`src/rtl/scu_pkg.sv`:
```
`timescale 1ns/1ps
package scu_pkg;
  localparam int SCU_MODE_W = 5;
  localparam int SCU_NMASK  = 3;
  localparam logic [SCU_MODE_W-1:0] SCU_USER_MODE  = 5'h10;
  localparam logic [SCU_MODE_W-1:0] SCU_RESET_MODE = 5'h13;

  typedef enum logic [1:0] {
    FMT_WIDE  = 2'd0,
    FMT_SHORT = 2'd1,
    FMT_PAIR  = 2'd2,
    FMT_RSVD  = 2'd3
  } scu_fmt_e;

  typedef struct packed {
    logic [SCU_NMASK-1:0]  mask;
    logic [SCU_MODE_W-1:0] mode;
    logic                  priv;
    logic                  illegal;
  } scu_state_t;

  function automatic logic scu_mode_legal(input logic [SCU_MODE_W-1:0] m);
    case (m)
      5'h10, 5'h11, 5'h12, 5'h13, 5'h17, 5'h1B, 5'h1F: return 1'b1;
      default: return 1'b0;
    endcase
  endfunction
endpackage

```
`src/rtl/scu_extract.sv`:
```
`timescale 1ns/1ps
module scu_extract
  import scu_pkg::*;
#(
  parameter int NMASK  = SCU_NMASK,
  parameter int MODE_W = SCU_MODE_W
) (
  input  logic [31:0]       instr_i,
  input  logic [1:0]        fmt_i,
  output logic              match_o,
  output logic [1:0]        op_o,
  output logic              chg_o,
  output logic [NMASK-1:0]  sel_o,
  output logic [MODE_W-1:0] mode_o
);
  always_comb begin
    match_o = 1'b0;
    op_o    = 2'b00;
    chg_o   = 1'b0;
    sel_o   = '0;
    mode_o  = '0;
    case (fmt_i)
      FMT_WIDE: begin
        match_o = (instr_i[31:20] == 12'hF10) && !instr_i[16] && !instr_i[5];
        op_o    = instr_i[19:18];
        chg_o   = instr_i[17];
        sel_o   = instr_i[8:6];
        mode_o  = instr_i[4:0];
      end
      FMT_SHORT: begin
        match_o = (instr_i[15:6] == 10'b1011011001) && instr_i[5];
        op_o    = {1'b1, instr_i[4]};
        chg_o   = 1'b0;
        sel_o   = instr_i[2:0];
        mode_o  = '0;
      end
      FMT_PAIR: begin
        match_o = (instr_i[31:20] == 12'b111100111010) && (instr_i[15:11] == 5'b10000);
        op_o    = instr_i[10:9];
        chg_o   = instr_i[8];
        sel_o   = instr_i[7:5];
        mode_o  = instr_i[4:0];
      end
      default: match_o = 1'b0;
    endcase
  end
endmodule

```
`src/rtl/scu_policy.sv`:
```
`timescale 1ns/1ps
module scu_policy
  import scu_pkg::*;
#(
  parameter int NMASK = SCU_NMASK
) (
  input  logic             valid_i,
  input  logic [1:0]       fmt_i,
  input  logic             cond_blk_i,
  input  logic             priv_i,
  input  logic             match_i,
  input  logic [1:0]       op_i,
  input  logic             chg_i,
  input  logic [NMASK-1:0] sel_i,
  output logic             undef_o,
  output logic             hint_o,
  output logic             exec_o
);
  logic is_hint, reserved;

  always_comb begin
    is_hint  = match_i && (fmt_i == FMT_PAIR) && (op_i == 2'b00) && !chg_i;
    reserved = !match_i
            || (op_i == 2'b01)
            || ((fmt_i == FMT_WIDE) && (op_i == 2'b00) && !chg_i)
            || (op_i[1] && (sel_i == '0))
            || (!op_i[1] && (sel_i != '0))
            || ((fmt_i != FMT_WIDE) && cond_blk_i);
    hint_o   = valid_i && is_hint;
    undef_o  = valid_i && reserved && !is_hint;
    exec_o   = valid_i && !reserved && !is_hint && priv_i;
  end
endmodule

```
`src/rtl/scu_next.sv`:
```
`timescale 1ns/1ps
module scu_next
  import scu_pkg::*;
#(
  parameter int NMASK  = SCU_NMASK,
  parameter int MODE_W = SCU_MODE_W
) (
  input  scu_state_t        cur_i,
  input  logic              exec_i,
  input  logic [1:0]        op_i,
  input  logic              chg_i,
  input  logic [NMASK-1:0]  sel_i,
  input  logic [MODE_W-1:0] mode_i,
  output scu_state_t        nxt_o
);
  logic [NMASK-1:0] mask_n;
  logic             mode_ok;

  // Each mask bit takes the operation's polarity only when selected.
  for (genvar g = 0; g < NMASK; g++) begin : g_mask
    always_comb begin
      mask_n[g] = cur_i.mask[g];
      if (exec_i && op_i[1] && sel_i[g]) mask_n[g] = op_i[0];
    end
  end

  always_comb begin
    mode_ok      = scu_mode_legal(mode_i);
    nxt_o        = cur_i;
    nxt_o.mask   = mask_n;
    if (exec_i && chg_i) begin
      if (mode_ok) begin
        nxt_o.mode = mode_i;
        nxt_o.priv = (mode_i != SCU_USER_MODE);
      end else begin
        nxt_o.illegal = 1'b1;
      end
    end
  end
endmodule

```
`src/rtl/state_change_unit.sv`:
```
`timescale 1ns/1ps
module state_change_unit
  import scu_pkg::*;
(
  input  logic        clk,
  input  logic        rst_n,
  input  logic        valid_i,
  input  logic [1:0]  fmt_i,
  input  logic [31:0] instr_i,
  input  logic        cond_blk_i,
  output logic [2:0]  mask_o,
  output logic [4:0]  mode_o,
  output logic        priv_o,
  output logic        illegal_o,
  output logic        undef_o,
  output logic        hint_o
);
  localparam int NMASK  = SCU_NMASK;
  localparam int MODE_W = SCU_MODE_W;

  logic [1:0]        rst_sync_q;
  logic              rst_int_n;
  logic              match, chg, exec;
  logic [1:0]        op;
  logic [NMASK-1:0]  sel;
  logic [MODE_W-1:0] fmode;
  scu_state_t        state_q, state_d;

  // Reset: asserted at once, released after two clock edges.
  always_ff @(posedge clk or negedge rst_n) begin
    if (!rst_n) rst_sync_q <= 2'b00;
    else        rst_sync_q <= {rst_sync_q[0], 1'b1};
  end
  assign rst_int_n = rst_sync_q[1];

  scu_extract #(.NMASK(NMASK), .MODE_W(MODE_W)) u_extract (
    .instr_i (instr_i),
    .fmt_i   (fmt_i),
    .match_o (match),
    .op_o    (op),
    .chg_o   (chg),
    .sel_o   (sel),
    .mode_o  (fmode)
  );

  scu_policy #(.NMASK(NMASK)) u_policy (
    .valid_i    (valid_i),
    .fmt_i      (fmt_i),
    .cond_blk_i (cond_blk_i),
    .priv_i     (state_q.priv),
    .match_i    (match),
    .op_i       (op),
    .chg_i      (chg),
    .sel_i      (sel),
    .undef_o    (undef_o),
    .hint_o     (hint_o),
    .exec_o     (exec)
  );

  scu_next #(.NMASK(NMASK), .MODE_W(MODE_W)) u_next (
    .cur_i  (state_q),
    .exec_i (exec),
    .op_i   (op),
    .chg_i  (chg),
    .sel_i  (sel),
    .mode_i (fmode),
    .nxt_o  (state_d)
  );

  always_ff @(posedge clk or negedge rst_int_n) begin
    if (!rst_int_n) begin
      state_q.mask    <= '1;
      state_q.mode    <= SCU_RESET_MODE;
      state_q.priv    <= 1'b1;
      state_q.illegal <= 1'b0;
    end else if (exec) begin
      state_q <= state_d;
    end
  end

  assign mask_o    = state_q.mask;
  assign mode_o    = state_q.mode;
  assign priv_o    = state_q.priv;
  assign illegal_o = state_q.illegal;
endmodule

```
`config.mk`:
```
export PLATFORM = sky130hd
export DESIGN_NAME = state_change_unit
export DESIGN_NICKNAME = d
export VERILOG_FILES = /design/src/rtl/scu_pkg.sv /design/src/rtl/scu_extract.sv /design/src/rtl/scu_policy.sv /design/src/rtl/scu_next.sv /design/src/rtl/state_change_unit.sv
export SDC_FILE = /design/constraint.sdc
export NUM_CORES = 1
export LEC_CHECK = 0
export BUFFER_PORTS_ARGS = -buffer_cell sky130_fd_sc_hd__buf_2
export CAP_MARGIN = 20
export CELL_PAD_IN_SITES_DETAIL_PLACEMENT = 0
export CELL_PAD_IN_SITES_GLOBAL_PLACEMENT = 1
export CORE_MARGIN = 4
export CORE_UTILIZATION = 33
export CTS_BUF_LIST = sky130_fd_sc_hd__clkbuf_16
export DETAILED_ROUTE_END_ITERATION = 12
export HOLD_SLACK_MARGIN = 0.02
export PLACE_DENSITY_LB_ADDON = 0.3
export SLEW_MARGIN = 20
export SYNTH_ARGS = -nofsm -noshare
export SYNTH_HDL_FRONTEND = slang
export SYNTH_SLANG_ARGS = --single-unit
```
`constraint.sdc`:
```
create_clock -name clk -period 5.1 [get_ports clk]
set_input_delay 1.02 -clock clk [delete_from_list [all_inputs] [get_ports clk]]
set_output_delay 1.02 -clock clk [all_outputs]
set_load 0.02 [all_outputs]
```
Word level (Yosys, flattened, before mapping)
Index checks and enable logic that the tools add are counted.
Widths: inputs -> output; s select.

word-level totals
  input bits = 38
  flip-flop bits (word level) = 12
  output and inout bits = 12
  word-level logic and storage cells = 76

operators by class
  bitwise gates (word level) = 1
  reduce and logical (&&, ||, !) cells = 47
  equal/unequal tests = 15
  mux-type cells = 6

operator list
  operator              count
  $eq 5x5->1 const B    8
  $eq 12x12->1 const B  2
  $logic_and 1x1->1     23
  $eq 10x10->1 const B  1
  $pmux 3 s3            1
  $logic_not 1->1       7
  $reduce_or 7->1       1
  $pmux 2 s3            1
  $reduce_and 2->1      3
  $reduce_and 3->1      2
  $logic_or 1x1->1      5
  $mux 5                1
  $ne 5x5->1 const B    1
  $eq 2x1->1 const B    2
  $logic_not 2->1       2
  $logic_not 3->1       1
  $pmux 1 s3            1
  $reduce_bool 3->1     1
  $eq 2x2->1 const B    1
  $pmux 1 s2            1
  $reduce_bool 2->1     1
  $reduce_or 2->1       1
  $mux 1                1
  $not 1->1             1

Longest topological paths before layout
  word-level depth = 17
  gate-level depth with buffers = 8

By module
From an unflattened synthesis, not the netlist that was laid out.

second synthesis, totals
  cell total of the unflattened synthesis = 96
  area, all modules = 1,021.0 µm²

by module, submodules not included
  module             cells an instance  area an instance (µm²)  times used
  state_change_unit  24                 474.2                   1
  scu_extract        40                 262.8                   1
  scu_next           20                 196.4                   1
  scu_policy         12                 87.6                    1

Worst setup path before layout
No wires, ideal clock.

  path kind = input -> output
  from = in instr_i[11]
  to = out hint_o
  required time = 4.080 ns
  arrival time = 2.525 ns
  path slack = 1.555 ns
  stages on the path = 6
  buffers on the path = 0
  cells stage by stage = or3b_1 -> or4_4 -> a21oi_1 -> nor2_1 -> nor2_1 -> and2_1

between the ends
  longest elaborated chain between the ends = 7
  elaborated cells on any way between the ends = 9
  classes of those cells = 2 x eq/ne; 1 x mux; 6 x reduce/logical

RTL lines
  element                                            line                                  text
  from (decl)                                        state_change_unit.sv:9                input logic [31:0] instr_i,
  $eq 10x10->1 / $eq 5x5->1 (equally long branches)  scu_extract.sv:31, scu_extract.sv:38
  $logic_and 1x1->1, on equally long branches        scu_extract.sv:31, scu_extract.sv:38
  $pmux 1 s3 (*)                                     scu_extract.sv:22                     case (fmt_i)
  $logic_and 1x1->1 (*) (3 in a row)                 scu_policy.sv:22                      is_hint = match_i && (fmt_i == FMT_PAIR) && (op_i == 2'b00) && !chg_i;
  $logic_and 1x1->1 (*)                              scu_policy.sv:29                      hint_o = valid_i && is_hint;
  to (decl)                                          state_change_unit.sv:16               output logic hint_o

Mark *: on every way between the ends. The rest lies on a longest branch, timed or not.

Final worst setup path
  from = in fmt_i[0]
  to = out undef_o

between the ends
  longest elaborated chain between the ends = 11
  elaborated cells on any way between the ends = 31
  classes of those cells = 3 x eq/ne; 4 x mux; 24 x reduce/logical

RTL lines
  element                             line                                 text
  from (decl)                         state_change_unit.sv:8               input logic [1:0] fmt_i,
  $eq 2x2->1 (tied with other cells)  scu_extract.sv:22, scu_policy.sv:22
  $pmux 2 s3                          scu_extract.sv:22
  $logic_not 2->1                     scu_policy.sv:22, scu_policy.sv:25
  $logic_and 1x1->1 (2 in a row)      scu_policy.sv:25                     || ((fmt_i == FMT_WIDE) && (op_i == 2'b00) && !chg_i)
  $logic_or 1x1->1                    scu_policy.sv:25
  $logic_or 1x1->1                    scu_policy.sv:26                     || (op_i[1] && (sel_i == '0))
  $logic_or 1x1->1                    scu_policy.sv:27                     || (!op_i[1] && (sel_i != '0))
  $logic_or 1x1->1                    scu_policy.sv:28                     || ((fmt_i != FMT_WIDE) && cond_blk_i);
  $logic_and 1x1->1                   scu_policy.sv:30                     undef_o = valid_i && reserved && !is_hint;
  $logic_and 1x1->1 (*)               scu_policy.sv:30
  to (decl)                           state_change_unit.sv:15              output logic undef_o,

Marked as above.

==> results by stage <==
Outcome:
- The run finished with clean final reports.

Clock network:
- The maximum clock path buffer count is 2.
- CTS placed an instance of clkbuf_16 at the clock tree root.
- After clock tree synthesis, the clock-pin slew on the worst setup and hold paths is ~40 ps.
- After clock tree synthesis, the repair step resized 0 gates.
- Buffers inserted to repair hold after CTS numbered 0.
- The clock network latency to the later pin of the worst-skew pair is around 240 ps.
- TritonCTS built the clock tree.
- Clock tree synthesis inserted a total of 3 buffers.
- The sink count of the clock tree is 12.
- The deepest level of the CTS H-tree is 1.
- The count of buffers added by post-CTS timing repair for setup is 0.

Worst setup path:
- Among all stages on the critical path, the largest delay is contributed by o31ai_1.
- The endpoint identified for the worst register-to-register timing path is mode_o[2]$_DFFE_PN0P_.
- Counting both buffers and inverters, the worst setup path holds a total of 2.
- In this run the critical register-to-register path is launched from priv_o$_DFFE_PN1P_.
- Along the worst path, the maximum fanout reaches 20.
- The logic depth of the worst register-to-register path is 4.
- The kind of end point of the critical path is an output port.
- The critical path's top delay family is compound AO/OA/AOI/OAI gates.
- The timing startpoint of the critical path is fmt_i[0].
- STA puts the critical path data arrival time at between 2000 and 3000 ps.
- The type of the worst setup path is in -> out.
- The critical path ends at undef_o.
- The startpoint class of the critical path is an input pin.
- In this run the register-to-register setup slack is 3350 ps.
- Data on the critical path is required at its endpoint by 4080 ps.
- Traced cell by cell, the critical path runs through buf_2, and2b_1, o2bb2ai_1, o31ai_1, o31ai_1, a21oi_1, o21a_1, buf_2.
- The number of cells on the critical path is 8.
- On the worst path, the slowest cell contributes a delay of 530 ps.

Drt:
- For this block, the routed nets add up to around 2500 um of wire.
- The first routing iteration left 24 violations.
- The detailed-route via count is 911.
- The detailed-route vias per instance is between 5 and 6.
- The first-pass iteration count of the detailed router is 4.
- The remaining routing DRC violations is 0.
- The routed length per instance is ~14 um.
- In this run the remaining antenna-violating nets after routing total 0.

Floorplanning:
- The effective utilization at floorplan is 0.358.
- The floorplan core area is 0.00254 mm^2.
- From left edge to right edge, the die measures 60.6 um.
- Measured along the y axis, the die boundary spans roughly 61 um.
- The placement row count is 18.
- For this design the top-level I/O count stands at 50.
- The full die area is around 0.0037 mm^2.

Placement:
- Detailed placement ended at an HPWL of 2070 um.
- The final weighted congestion in routability-driven placement is 0.721.
- The count of input and output buffers is 49.

Timing:
- After routing, the total negative slack on setup checks comes to 0 ps.
- In the finished design, the share of the clock period the worst path needs comes to 0.770.
- The clock skew after layout is between 1 and 1.5 ps.
- Setup violations remaining at the end of the flow were counted as 0.
- The worst pin sits at a relative slew slack of 0.623.
- For the pin with the worst max-slew slack, the measured transition is 561 ps.
- The fmax is approximately 250 MHz.
- Setup repair after global routing left no endpoint under its margin.
- The minimum period implied by the final worst setup slack is approximately 3900 ps.
- The final count of hold timing violations is 0.
- The final max-slew violation count was 0.

Flow run:
- The number of max-cap violations is 0.

Final layout:
- The area growth from synthesis to layout is 37.4%.
- The net total in the final layout is 184.
- The sequential cells in the finished layout cover a total of just over 300 um^2.
- For this run, the share of the core covered by cells in the final layout is 0.493.
- 0 antenna diodes ended up in the layout.
- The multi-input combinational cells in the finished layout cover a total of between 500 and 600 um^2.
- The most common cell after layout, fill and taps aside is buf_2.
- Leaving out fill and tap cells, the most frequent cells in the layout are buf_2, dfstp_2, a21oi_1, nor2_1, nor2b_1.
- After filler insertion, the fill cell instance count of the layout stands at 263.
- The proportion of layout cells with a drive suffix above 1 is 0.483.

Global routing:
- The first-pass GRT wire length is about 4000 um.
- The global-route usage over all layers is 0.145.
- The initial antenna violation count is 0.
- Summed over all layers, the global routing overflow is 0.
- The number of global-route vias before repair is 930.
- The pin count of the biggest net entering global routing is 21.

Yosys:
- The distinct cell type count of the synthesized netlist is 43.
- The synthesized design contains 12 register bits.
- The total number of yosys warnings is 0.
- Counting flops with an async set or reset pin after synthesis yields a share of 1.00.
- The synthesized area is just over 900 um^2.
- The number of enable-type register cells in the synthesized netlist is 0.
- The most frequently used flop master after synthesis is dfstp_2.
- The synthesized net count is between 100 and 150.
- Synthesis produced 95 cells.
- Dividing the synthesized area by the synthesized cell count gives approximately 9.6 um^2.
- For this run, the register share of the synthesized area comes to 0.339.

Power and ir drop:
- The worst vdd rail ir drop is 0.000209 V.
- The total power per unit cell area is 228 mW/mm^2.
- The standby leakage power is just under 0.6 nW.

Worst hold path:
- The class of the most critical hold timing path is reg -> async.
==> state kept, by name (all words and copies together) (netlist names) <==
| register | count |
|---|---|
| rst_sync_q | 2 |
| mask_o | 3 |
| illegal_o | 1 |
| mode_o | 5 |
| priv_o | 1 |
==> synth_stat cells, types with 2 or more instances <==
cell | count | area, um^2
dfstp_2 | 7 | 184
a21oi_1 | 6 | 30.0
nor2_1 | 6 | 22.5
nor2b_1 | 6 | 37.5
dfrtp_1 | 5 | 125
mux2_1 | 4 | 45.0
mux2i_1 | 4 | 40.0
inv_1 | 3 | 11.3
mux2_2 | 3 | 33.8
nand2_1 | 3 | 11.3
nand3b_1 | 3 | 22.5
nor3_1 | 3 | 15.0
o21ai_0 | 3 | 15.0
o2bb2ai_1 | 3 | 26.3
or2_2 | 3 | 18.8
nand2b_1 | 2 | 12.5
nand4b_1 | 2 | 17.5
nor4_1 | 2 | 12.5
o31ai_1 | 2 | 15.0
or3b_1 | 2 | 17.5
==> report_power, final <==
| part | total (W) | switching (W) | internal (W) |
|---|---|---|---|
| registers | 0.0000981 | 0.00000147 | 0.0000967 |
| clock network | 0.000141 | 0.0000379 | 0.000103 |
| logic | 0.0000474 | 0.0000249 | 0.0000226 |
| total | 0.000286 | 0.0000643 | 0.000222 |
==> worst register-to-register path, delay by kind of cell (launching register included) <==
family	cells	cell delay, ps
buffers and inverters	1	50
multiplexers	1	370
flip-flops	1	550
AND/OR/NAND/NOR	1	310
AO/OA/AOI/OAI	1	360
==> layer usage <==
| metal | vias to the layer above | GRT usage | wire [um] |
|---|---|---|---|
| met1 | 416 | 0.195 | 1110 |
| met2 | 31 | 0.235 | 1170 |
| met3 | 5 | 0.0277 | 154 |
| met4 | 0 | 0.0464 | 40 |
| met5 | - | 0 | 0 |
| li1 | 459 | - | - |
==> how the worst min path moves through the flow <==
stage	endpoint	start	slack (ps)
after global routing	mode_o[3]$_DFFE_PN0P_	rst_sync_q[1]$_DFF_PN0_	200
after floorplan	illegal_o$_DFFE_PN0P_	rst_sync_q[1]$_DFF_PN0_	120
final	mode_o[3]$_DFFE_PN0P_	rst_sync_q[1]$_DFF_PN0_	150
after CTS	mode_o[2]$_DFFE_PN0P_	rst_sync_q[1]$_DFF_PN0_	180
after detailed placement	mode_o[2]$_DFFE_PN0P_	rst_sync_q[1]$_DFF_PN0_	170
after global placement	illegal_o$_DFFE_PN0P_	rst_sync_q[1]$_DFF_PN0_	150
==> logic make-up after synthesis <==
group | share of synthesized area
AOI/OAI and AO/OA | 0.193
buffers and inverters | 0.0343
DFF | 0.339
muxes | 0.130
other | 0.00411
and+or+nand+nor | 0.299
==> per-stage QoR <==
step	area [um^2]	setup WS (ps)	power [W]	hold slack [ps]	instances
2_1_floorplan	912	1550	0.000124	116	95
3_3_place_gp	1170	1180	0.000146	153	171
3_5_place_dp	1170	1180	0.000147	171	171
4_1_cts	1250	1170	0.000290	175	175
5_1_grt	1250	1020	0.000300	204	175
6_report	1250	1170	0.000286	151	175
==> layout make-up <==
| class | instances | share of cell area |
|---|---|---|
| clock buffers | 3 | 0.0599 |
| inverters | 3 | 0.00898 |
| repair buffers | 49 | 0.196 |
| clock inverters | 1 | 0.00299 |
| flip-flops and latches | 12 | 0.247 |
| multi-input cells | 77 | 0.456 |
| well taps | 30 | 0.0299 |
Note: power is estimated with default switching activity, not from simulation.
